File: src/rtl/dll_seq_pkg.sv
package dll_seq_pkg;

  localparam int CTL_W        = 32;
  localparam int DIS_BIT      = 31;
  localparam int NRST_BIT     = 30;
  localparam int CLK_PH_LSB   = 6;
  localparam int DATA_PH_LSB  = 14;

  typedef enum logic [1:0] {
    ST_IDLE,
    ST_DIS,
    ST_REL,
    ST_RUN
  } seqState_t;

  typedef struct packed {
    logic capture;
    logic wrClk;
    logic wrData;
    logic nRst;
    logic dis;
  } seqStrobe_t;

endpackage

File: src/rtl/dll_seq_ctrl.sv
module dll_seq_ctrl
  import dll_seq_pkg::*;
#(
  parameter int CYCLES_PER_US = 8,
  parameter int HOLD_DIS_US   = 2,
  parameter int HOLD_REL_US   = 22,
  parameter int HOLD_RUN_US   = 22
) (
  input  logic       clk,
  input  logic       rstN,
  input  logic       start,
  output seqStrobe_t strb,
  output logic       busy,
  output logic       done
);

  localparam int DIS_CYC = HOLD_DIS_US * CYCLES_PER_US;
  localparam int REL_CYC = HOLD_REL_US * CYCLES_PER_US;
  localparam int RUN_CYC = HOLD_RUN_US * CYCLES_PER_US;
  localparam int MAX_A   = (DIS_CYC > REL_CYC) ? DIS_CYC : REL_CYC;
  localparam int MAX_CYC = (MAX_A > RUN_CYC) ? MAX_A : RUN_CYC;
  localparam int CNT_W   = (MAX_CYC > 1) ? $clog2(MAX_CYC) : 1;
  localparam logic [CNT_W-1:0] DIS_LD = CNT_W'(DIS_CYC - 1);
  localparam logic [CNT_W-1:0] REL_LD = CNT_W'(REL_CYC - 1);
  localparam logic [CNT_W-1:0] RUN_LD = CNT_W'(RUN_CYC - 1);

  seqState_t        state, stateNext;
  logic             dataGroup, dataGroupNext;
  logic [CNT_W-1:0] waitCnt, waitCntNext;
  logic             doneNext;
  logic             cntZero;

  assign cntZero = (waitCnt == '0);

  always_comb begin
    strb          = '0;
    stateNext     = state;
    dataGroupNext = dataGroup;
    waitCntNext   = cntZero ? waitCnt : waitCnt - 1'b1;
    doneNext      = 1'b0;
    case (state)
      ST_IDLE: begin
        if (start) begin
          strb.capture  = 1'b1;
          strb.wrClk    = 1'b1;
          strb.dis      = 1'b1;
          dataGroupNext = 1'b0;
          waitCntNext   = DIS_LD;
          stateNext     = ST_DIS;
        end
      end
      ST_DIS: begin
        if (cntZero) begin
          strb.wrClk  = !dataGroup;
          strb.wrData = dataGroup;
          waitCntNext = REL_LD;
          stateNext   = ST_REL;
        end
      end
      ST_REL: begin
        if (cntZero) begin
          strb.wrClk  = !dataGroup;
          strb.wrData = dataGroup;
          strb.nRst   = 1'b1;
          waitCntNext = RUN_LD;
          stateNext   = ST_RUN;
        end
      end
      ST_RUN: begin
        if (cntZero) begin
          if (!dataGroup) begin
            strb.wrData   = 1'b1;
            strb.dis      = 1'b1;
            dataGroupNext = 1'b1;
            waitCntNext   = DIS_LD;
            stateNext     = ST_DIS;
          end else begin
            doneNext  = 1'b1;
            stateNext = ST_IDLE;
          end
        end
      end
      default: stateNext = ST_IDLE;
    endcase
  end

  always_ff @(posedge clk or negedge rstN) begin
    if (!rstN) begin
      state     <= ST_IDLE;
      dataGroup <= 1'b0;
      waitCnt   <= '0;
      done      <= 1'b0;
    end else begin
      state     <= stateNext;
      dataGroup <= dataGroupNext;
      waitCnt   <= waitCntNext;
      done      <= doneNext;
    end
  end

  assign busy = (state != ST_IDLE);

endmodule

File: src/rtl/dll_seq_datapath.sv
module dll_seq_datapath
  import dll_seq_pkg::*;
#(
  parameter int LANES_WIDE   = 5,
  parameter int LANES_NARROW = 3,
  parameter int CLK_PH_W     = 6,
  parameter int DATA_PH_W    = 4,
  localparam int DATA_LANES  = LANES_WIDE - 1,
  localparam int NIB_W       = DATA_PH_W * DATA_LANES,
  localparam int PH_IN_W     = NIB_W + CLK_PH_W
) (
  input  logic                        clk,
  input  logic                        rstN,
  input  seqStrobe_t                  strb,
  input  logic [PH_IN_W-1:0]          phaseWord,
  input  logic                        wideBus,
  output logic [CTL_W-1:0]            clkLaneCtl,
  output logic [CTL_W*DATA_LANES-1:0] dataLaneCtl
);

  logic [NIB_W-1:0]    heldNib;
  logic                heldWide;
  logic [CLK_PH_W-1:0] clkPhase;
  logic                clkDis, clkNRst;
  int                  activeLanes;

  assign activeLanes = heldWide ? LANES_WIDE : LANES_NARROW;

  always_ff @(posedge clk or negedge rstN) begin
    if (!rstN) begin
      heldNib  <= '0;
      heldWide <= 1'b0;
      clkPhase <= '0;
      clkDis   <= 1'b0;
      clkNRst  <= 1'b0;
    end else begin
      if (strb.capture) begin
        heldNib  <= phaseWord[NIB_W-1:0];
        heldWide <= wideBus;
        clkPhase <= phaseWord[PH_IN_W-1:NIB_W];
      end
      if (strb.wrClk) begin
        clkDis  <= strb.dis;
        clkNRst <= strb.nRst;
      end
    end
  end

  always_comb begin
    clkLaneCtl = '0;
    clkLaneCtl[DIS_BIT]  = clkDis;
    clkLaneCtl[NRST_BIT] = clkNRst;
    clkLaneCtl[CLK_PH_LSB +: CLK_PH_W] = clkPhase;
  end

  for (genvar g = 0; g < DATA_LANES; g++) begin : gLane
    logic [DATA_PH_W-1:0] lanePhase;
    logic                 laneDis, laneNRst;
    logic                 laneOn;

    assign laneOn = (g + 1) < activeLanes;

    always_ff @(posedge clk or negedge rstN) begin
      if (!rstN) begin
        lanePhase <= '0;
        laneDis   <= 1'b0;
        laneNRst  <= 1'b0;
      end else if (strb.wrData && laneOn) begin
        laneDis  <= strb.dis;
        laneNRst <= strb.nRst;
        if (strb.dis) begin
          lanePhase <= heldNib[g*DATA_PH_W +: DATA_PH_W];
        end
      end
    end

    always_comb begin
      dataLaneCtl[g*CTL_W +: CTL_W] = '0;
      dataLaneCtl[g*CTL_W + DIS_BIT]  = laneDis;
      dataLaneCtl[g*CTL_W + NRST_BIT] = laneNRst;
      dataLaneCtl[g*CTL_W + DATA_PH_LSB +: DATA_PH_W] = lanePhase;
    end
  end

endmodule

File: src/rtl/dll_lane_seq.sv
module dll_lane_seq
  import dll_seq_pkg::*;
#(
  parameter int CYCLES_PER_US = 8,
  parameter int HOLD_DIS_US   = 2,
  parameter int HOLD_REL_US   = 22,
  parameter int HOLD_RUN_US   = 22,
  parameter int LANES_WIDE    = 5,
  parameter int LANES_NARROW  = 3,
  parameter int CLK_PH_W      = 6,
  parameter int DATA_PH_W     = 4,
  localparam int DATA_LANES   = LANES_WIDE - 1,
  localparam int PH_IN_W      = DATA_PH_W * DATA_LANES + CLK_PH_W
) (
  input  logic                        clk,
  input  logic                        rstN,
  input  logic                        start,
  input  logic                        wideBus,
  input  logic [PH_IN_W-1:0]          phaseWord,
  output logic [CTL_W-1:0]            clkLaneCtl,
  output logic [CTL_W*DATA_LANES-1:0] dataLaneCtl,
  output logic                        busy,
  output logic                        done
);

  seqStrobe_t strb;

  dll_seq_ctrl #(
    .CYCLES_PER_US(CYCLES_PER_US),
    .HOLD_DIS_US  (HOLD_DIS_US),
    .HOLD_REL_US  (HOLD_REL_US),
    .HOLD_RUN_US  (HOLD_RUN_US)
  ) uCtrl (
    .clk  (clk),
    .rstN (rstN),
    .start(start),
    .strb (strb),
    .busy (busy),
    .done (done)
  );

  dll_seq_datapath #(
    .LANES_WIDE  (LANES_WIDE),
    .LANES_NARROW(LANES_NARROW),
    .CLK_PH_W    (CLK_PH_W),
    .DATA_PH_W   (DATA_PH_W)
  ) uDp (
    .clk        (clk),
    .rstN       (rstN),
    .strb       (strb),
    .phaseWord  (phaseWord),
    .wideBus    (wideBus),
    .clkLaneCtl (clkLaneCtl),
    .dataLaneCtl(dataLaneCtl)
  );

endmodule

File: config.mk
export PLATFORM = sky130hd
export DESIGN_NAME = dll_lane_seq
export DESIGN_NICKNAME = d
export VERILOG_FILES = /design/src/rtl/dll_seq_pkg.sv /design/src/rtl/dll_seq_ctrl.sv /design/src/rtl/dll_seq_datapath.sv /design/src/rtl/dll_lane_seq.sv
export SDC_FILE = /design/constraint.sdc
export NUM_CORES = 1
export LEC_CHECK = 0
export BUFFER_PORTS_ARGS = -buffer_cell sky130_fd_sc_hd__buf_4
export CORE_ASPECT_RATIO = 0.8
export CORE_MARGIN = 8
export CORE_UTILIZATION = 41
export DETAILED_ROUTE_END_ITERATION = 10
export HOLD_SLACK_MARGIN = 0.08
export PLACE_DENSITY_LB_ADDON = 0.1
export SLEW_MARGIN = 10
export SYNTH_ARGS = -nofsm -noshare
export SYNTH_HDL_FRONTEND = slang
export SYNTH_HIERARCHICAL = 1
export SYNTH_SLANG_ARGS = --single-unit
export TNS_END_PERCENT = 50
File: constraint.sdc
create_clock -name clk -period 2.3 [get_ports clk]
set_clock_uncertainty 0.2 [all_clocks]
set_input_delay 0.345 -clock clk [delete_from_list [all_inputs] [get_ports clk]]
set_output_delay 0.345 -clock clk [all_outputs]
set_load 0.01 [all_outputs]
==> flow_summary.toml, run 1 <==
[drt]
vias = 2176
wire_per_inst_um = 13.8
drtAntennaViolNets = 0
wl_um = 7410
first_iter_violations = 61
viasPerCell = 4.04
drc_errors = 0
dr.pass1.iters = 6

[place]
io_buffers = 59
dpl.hpwl_um = 5700
dp_slack_ns = 0.0113
gp_congestion = 0.828

[power_and_ir_drop]
leakage_nw = 2.19
power.density_mw_per_mm2 = 1120
ir_drop_mv = 0.526

[global_route]
grt_pass1_wl_um = 11900
antenna_found_initial = 0
grt_pass1_vias = 2364
grt.total_usage = 0.124
grt-ovfl-total = 0
grt_max_degree = 58

[yosys]
synthSimpleGateAreaFrac = 0.0616
synth_edf_count = 0
synth_top_family_by_area = "buffers and inverters"
yosys_most_used_dff = "dfrtp_1"
ys_ff_latch = 57
synth-xor-area-share = 0.0148
netlist_area_mm2 = 0.00355
yosysWarnings = 6
synthAdderAreaFrac = 0.0282
async_flop_share = 1.00
ys_types = 36
synth_mux_area_frac = 0.139
synth_seq_area_share = 0.402
avgSynthCellArea_um2 = 10.8
synth_compound_area_frac = 0.0433
netlist_instances = 328

[cells_and_area]
drive_gt1_frac = 0.330
fillers = 751
fin_util = 0.493
multi_input_area_mm2 = 0.00153
area_growth_pct = 17.2
mostFrequentLayoutCells = "conb_1, buf_4, dfrtp_1, mux2_2, dlygate4sd3_1"
ff_latch_area_mm2 = 0.00143
mostFrequentLayoutCell = "conb_1"
nets = 456
antenna_cells = 0

[setup_path]
reg2reg_setup_slack_ns = 0.12
critical_path_arrival_ns = 2.19
worstSetupStartpointType = "flip-flop"
cp_slowest_stage_delay_ns = 0.41
crit_fanout = 7
crit_required_ns = 2.31
crit_slowest_cell = "dfrtp_1"
crit_buf_inv = 0
cp-end-kind = "flip-flop"
path_cells = "nor4_4, nand3_4, ha_1, or3b_1, a41o_1"
path_delay_family = "simple AND/OR/NAND/NOR gates"
crit_type = "reg2reg"

[timing]
layout_setup_ws_ns = 0.119
max_slew.worst_pin.slew_ns = 0.734
finalCritPeriodShare = 0.948
finalSetupViolations = 0
fmax_mhz = 458
slew_headroom = 0.511
rsz0062_at_grt = "false"
finalHoldViolCount = 0
period_needed_ns = 2.18
slew_viol_final = 0

[floorplan]
dieArea_mm2 = 0.0119
die_x_um = 120
ioPinCount = 188
core_area_mm2 = 0.00845
die-height_um = 99.3
num_rows = 30
start_util = 0.421

[job]
drv_cap = 0

[cts]
numCtsBuffers = 9
cts_tree = "yes"
clock_sinks = 57
cts.path.max_buffers = 2
insertion_delay_ns = 0.32
clkTransAtPathRegs_ns = 0.06
cts.htree.levels = 3
cts_root_buf = "clkbuf_8"

[worst_hold_path]
hold_path_class = "in2reg"

[status]
run_status = "completed"
==> tightest hold or removal path: cells and delay by family <==
family,cells,cell delay (ns)
compound gates,3,0.24
buf+inv,1,0.11
==> layout make-up <==
type,instances,share of cell area
multi-input cells,245,0.367
clock buffers,10,0.0306
well taps,112,0.0337
clock inverters,6,0.0198
inverters,9,0.00811
repair buffers,100,0.198
flip-flops and latches,57,0.343
==> cells in the mapped netlist (2+ instances only) <==
library cell	instances	share of area
a21oi_1	3	0.0042
buf_4	140	0.30
clkbuf_1	3	0.0032
dfrtp_1	57	0.40
ha_1	8	0.028
inv_1	9	0.0095
mux2_2	43	0.14
nand2_1	8	0.0085
nor2_1	11	0.012
nor2b_1	2	0.0035
nor3_1	5	0.0070
o21ai_0	6	0.0085
o2bb2ai_1	2	0.0049
o31ai_1	2	0.0042
or3_1	3	0.0053
or4_1	2	0.0042
xnor2_1	4	0.0099
xor2_1	2	0.0049
==> through the flow <==
stage / instances / instance area [µm²] / TNS (ns) / hold slack, ns / power [mW]
5_1_grt: 539 / 4160 / 0 / 0.228 / 4.99
2_1_floorplan: 455 / 4040 / 0 / -0.151 / 3.03
3_3_place_gp: 498 / 3690 / 0 / 0.263 / 3.60
3_5_place_dp: 498 / 3690 / 0 / 0.268 / 3.62
6_report: 539 / 4160 / 0 / 0.198 / 4.66
4_1_cts: 538 / 4140 / -0.000655 / 0.179 / 4.68
==> what timing repair did <==
item | 4_1_cts | 5_1_grt
resized for setup | 0 | 3
gates cloned | 0 | 0
endpoints found under the hold margin | 80 | 0
endpoints found under the setup margin | 1 | 23
buffers inserted | 0 | 1
hold buffers | 24 | 0
pin swaps | 0 | 1
==> routing by layer <==
metal	vias up	track usage	part of all wire
li1	1005	-	-
met1	1042	0.140	0.39
met2	123	0.203	0.48
met3	6	0.0555	0.11
met4	0	0.0460	0.010
met5	-	0	0
==> registers in the layout, indices dropped and copies added, names as in the netlist, 2 cells and up <==
signal,cells
uDp/heldNib,16
uCtrl/state,2
uDp/gLane.laneNRst,2
uDp/gLane.lanePhase,16
uDp/gLane.laneDis,2
uCtrl/waitCnt,8
uDp/clkPhase,6
==> kinds of logic after synthesis <==
family          after synthesis
simple gates                 38
other cells                   1
fa+ha+maj                     8
compound gates               21
mux                          44
buf+inv                     153
flops                        57
xor+xnor                      6
==> power breakdown <==
part	switching, mW	internal, mW	leakage (nW)	total, mW
logic	1.01	1.03	1.35	2.04
clock network	0.393	0.604	0.106	0.997
registers	0.235	1.38	0.728	1.62
==> path summary, 6_finish.rpt <==
kind	cells after the start	endpoint	from
worst min register to register	1	uDp/gLane[1].lanePhase[0]$_DFFE_PN0P_	uDp/heldNib[4]$_DFFE_PN0P_
min in group asynchronous	2	uDp/gLane[0].laneDis$_DFFE_PN0P_	rstN
worst max-delay path	5	uCtrl/waitCnt[0]$_DFF_PN0_	uCtrl/waitCnt[3]$_DFF_PN0_
max in group asynchronous	2	uDp/clkPhase[0]$_DFFE_PN0P_	rstN
worst max register to register	5	uCtrl/waitCnt[0]$_DFF_PN0_	uCtrl/waitCnt[3]$_DFF_PN0_
worst min-delay path	4	uCtrl/waitCnt[0]$_DFF_PN0_	start
Power figures use the tool's default switching activity.
==> run 2, diff against run 1 <==
--- a/config.mk
+++ b/config.mk
@@ -5,13 +5,15 @@
 export SDC_FILE = /design/constraint.sdc
 export NUM_CORES = 1
 export LEC_CHECK = 0
+export ABC_AREA = 1
 export BUFFER_PORTS_ARGS = -buffer_cell sky130_fd_sc_hd__buf_4
 export CORE_ASPECT_RATIO = 0.8
 export CORE_MARGIN = 8
-export CORE_UTILIZATION = 41
+export CORE_UTILIZATION = 42
 export DETAILED_ROUTE_END_ITERATION = 10
 export HOLD_SLACK_MARGIN = 0.08
 export PLACE_DENSITY_LB_ADDON = 0.1
+export SETUP_SLACK_MARGIN = 0.15
 export SLEW_MARGIN = 10
 export SYNTH_ARGS = -nofsm -noshare
 export SYNTH_HDL_FRONTEND = slang
==> flow_summary.toml, run 2 <==
[drt]
wire_per_inst_um = 12.1
wl_um = 7890
dr.pass1.iters = 4
first_iter_violations = 142
vias = 2616
viasPerCell = 4.02
drc_errors = 0
drtAntennaViolNets = 0

[power_and_ir_drop]
p_clk_frac = 0.181
power.share.sequential = 0.368
finalPower_mw = 4.29
leakage_nw = 2.31
p_int_mw = 2.49
power.density_mw_per_mm2 = 1020
swShare = 0.421
ir_drop_mv = 0.415
p_comb_frac = 0.452
p_sw_mw = 1.81

[global_route]
antenna_found_initial = 0
grt-ovfl-total = 0
grt_pass1_vias = 2611
grt_pass1_wl_um = 12300
grt_max_degree = 58
grt.total_usage = 0.126

[cells_and_area]
stdcell_count = 650
mostFrequentLayoutCell = "conb_1"
area_growth_pct = 12.9
drive_gt1_frac = 0.203
multi_input_area_mm2 = 0.00153
fin_area_mm2 = 0.00420
nets = 567
mostFrequentLayoutCells = "conb_1, nand2_1, buf_4, dfrtp_1, inv_1"
antenna_cells = 0
fillers = 849
top_regs = "uDp/gLane.lanePhase (16), uDp/heldNib (16), uCtrl/waitCnt (8)"
ff_latch_area_mm2 = 0.00143

[place]
gp_congestion = 0.788
dp_cells = 606
io_buffers = 59
place_area_mm2 = 0.00374
dpl.hpwl_um = 5890

[yosys]
yosysWarnings = 6
avgSynthCellArea_um2 = 8.27
netlist_area_mm2 = 0.00372
synth_area_leaders = "dfrtp_1, buf_4, nand2_1, inv_1, o21ai_0"
synthAdderAreaFrac = 0.0269
ys_types = 27
synth_mux_area_frac = 0
synth_seq_area_share = 0.383
synth-xor-area-share = 0.00942
async_flop_share = 1.00
ys_top_cells_by_count = "buf_4, nand2_1, dfrtp_1"
yosysMostFrequentCell = "buf_4"
synthSimpleGateAreaFrac = 0.168
synth_top_family_by_area = "buffers and inverters"
synth_compound_area_frac = 0.0723
yosys_most_used_dff = "dfrtp_1"
synth.largest_area_cell = "dfrtp_1"
synth_top_area_frac = 0.383
netlist_instances = 450
synth_edf_count = 0
ys_ff_latch = 57

[setup_path]
cp-end-kind = "flip-flop"
rr_endpoint = "uCtrl/waitCnt[0]$_DFF_PN0_"
cp_slowest_stage_delay_ns = 0.42
critical_path_arrival_ns = 2.02
timing.rr.start = "uCtrl/waitCnt[0]$_DFF_PN0_"
crit_slowest_cell = "dfrtp_1"
reg2reg_depth = 10
crit_fanout = 8
worstSetupStartpointType = "flip-flop"
crit_required_ns = 2.32
crit_type = "reg2reg"
reg2reg_setup_slack_ns = 0.30
path_cells = "inv_2, ha_1, inv_1, nor2_2, nand2_4, ha_1, nor2_1, nand3_1, nand3_1, a21oi_1"

[floorplan]
start_util = 0.435
core_area_mm2 = 0.00856
die_x_um = 121
ioPinCount = 188
die-height_um = 100
dieArea_mm2 = 0.0121
num_rows = 30

[timing]
finalHoldViolCount = 0
finalSetupViolations = 0
whs_ns = 0.151
slew_headroom = 0.518
rsz0062_at_grt = "false"
max_slew.worst_pin.slew_ns = 0.723
slew_viol_final = 0
finalCritPeriodShare = 0.871
period_needed_ns = 2.00
fmax_mhz = 499
finalSetupTns_ns = 0

[cts]
cts.htree.levels = 3
clock_sinks = 57
cts_tree = "yes"
clkTransAtPathRegs_ns = 0.06
insertion_delay_ns = 0.33
numCtsBuffers = 9
cts.path.max_buffers = 2
cts_root_buf = "clkbuf_8"

[job]
drv_cap = 0

[worst_hold_path]
hold_path_class = "in2reg"
hp-start = "start"
hold_depth = 5
min_to = "uCtrl/waitCnt[1]$_DFF_PN0_"

[status]
run_status = "completed"
-- run 2: changes by cell type in the layout (fill, tap and decap cells not counted), moves of 6 or more --
cell / delta
a21oi_1: +6
buf_4: -10
inv_1: +33
mux2_2: -43
nand2_1: +79
nand3_1: +10
nand4_1: +11
o21ai_0: +23
o21ai_2: +9
-- run 2: through the flow --
stage | util | setup slack [ns]
after CTS | 0.485 | 0.193
after global routing | 0.491 | 0.149
final | 0.491 | 0.298
after global placement | 0.437 | 0.153
after floorplan | - | 0.216
after detailed placement | 0.437 | 0.0569
-- run 2: worst max-delay path by stage --
stage / start / endpoint / slack, ns
2_1_floorplan: uCtrl/waitCnt[0]$_DFF_PN0_ / uDp/gLane[0].lanePhase[1]$_DFFE_PN0P_ / 0.22
3_3_place_gp: uCtrl/state[0]$_DFFE_PN0P_ / uDp/gLane[0].laneDis$_DFFE_PN0P_ / 0.15
3_5_place_dp: uCtrl/state[0]$_DFFE_PN0P_ / uDp/gLane[0].laneDis$_DFFE_PN0P_ / 0.06
4_1_cts: uCtrl/state[0]$_DFFE_PN0P_ / uDp/gLane[1].lanePhase[3]$_DFFE_PN0P_ / 0.19
5_1_grt: uCtrl/waitCnt[0]$_DFF_PN0_ / uDp/gLane[3].lanePhase[3]$_DFFE_PN0P_ / 0.15
6_report: uCtrl/waitCnt[0]$_DFF_PN0_ / uCtrl/waitCnt[0]$_DFF_PN0_ / 0.30
-- run 2: logic make-up (layout without fill, tap and decap cells) --
kind of cell               after synthesis  after routing
and+or+nand+nor                        140            140
AOI/OAI and AO/OA                       47             47
DFF                                     57             57
adders and majority gates                8              8
other                                    1            128
buffers and inverters                  193            154
xor gates and xnor gates                 4              4
-- run 2: routing by layer --
layer  global-route usage  wire length, µm  vias to the layer above  share of wire
li1                     -                -                     1293              -
met1                0.153             3420                     1166           0.43
met2                0.200             3450                      148           0.44
met3               0.0393              909                        9           0.12
met4               0.0568              109                        0          0.014
met5                    0                0                        -              0
-- run 2: final cells by class --
class                   instances  share of cell area
multi-input cells             327               0.364
flip-flops and latches         57               0.339
repair buffers                 92               0.183
inverters                      46              0.0411
well taps                     112              0.0334
clock buffers                  10              0.0304
clock inverters                 6             0.00834
-- run 2: timing repair --
item | CTS | global route
pin swaps | 0 | 0
gates resized for setup | 1 | 5
hold buffers | 24 | 0
setup buffers | 0 | 4
endpoints found under the hold margin | 80 | 0
setup endpoints to repair | 9 | 21
-- run 2: worst max-delay path, delay by kind of cell (launching register included) --
| family | cells | cell delay (ns) |
|---|---|---|
| adder cells (fa/ha/maj) | 2 | 0.47 |
| AO/OA/AOI/OAI | 1 | 0.06 |
| flip-flops | 1 | 0.42 |
| buffers and inverters | 2 | 0.15 |
| AND/OR/NAND/NOR | 5 | 0.57 |
-- run 2: power by group through the flow --
stage | clock [mW] | sequential [mW] | combinational, mW
6_report | 0.776 | 1.58 | 1.94
2_1_floorplan | 0 | 1.56 | 1.52
3_3_place_gp | 0 | 1.59 | 1.84
3_5_place_dp | 0 | 1.60 | 1.86
4_1_cts | 0.818 | 1.58 | 1.90
5_1_grt | 0.857 | 1.63 | 2.21
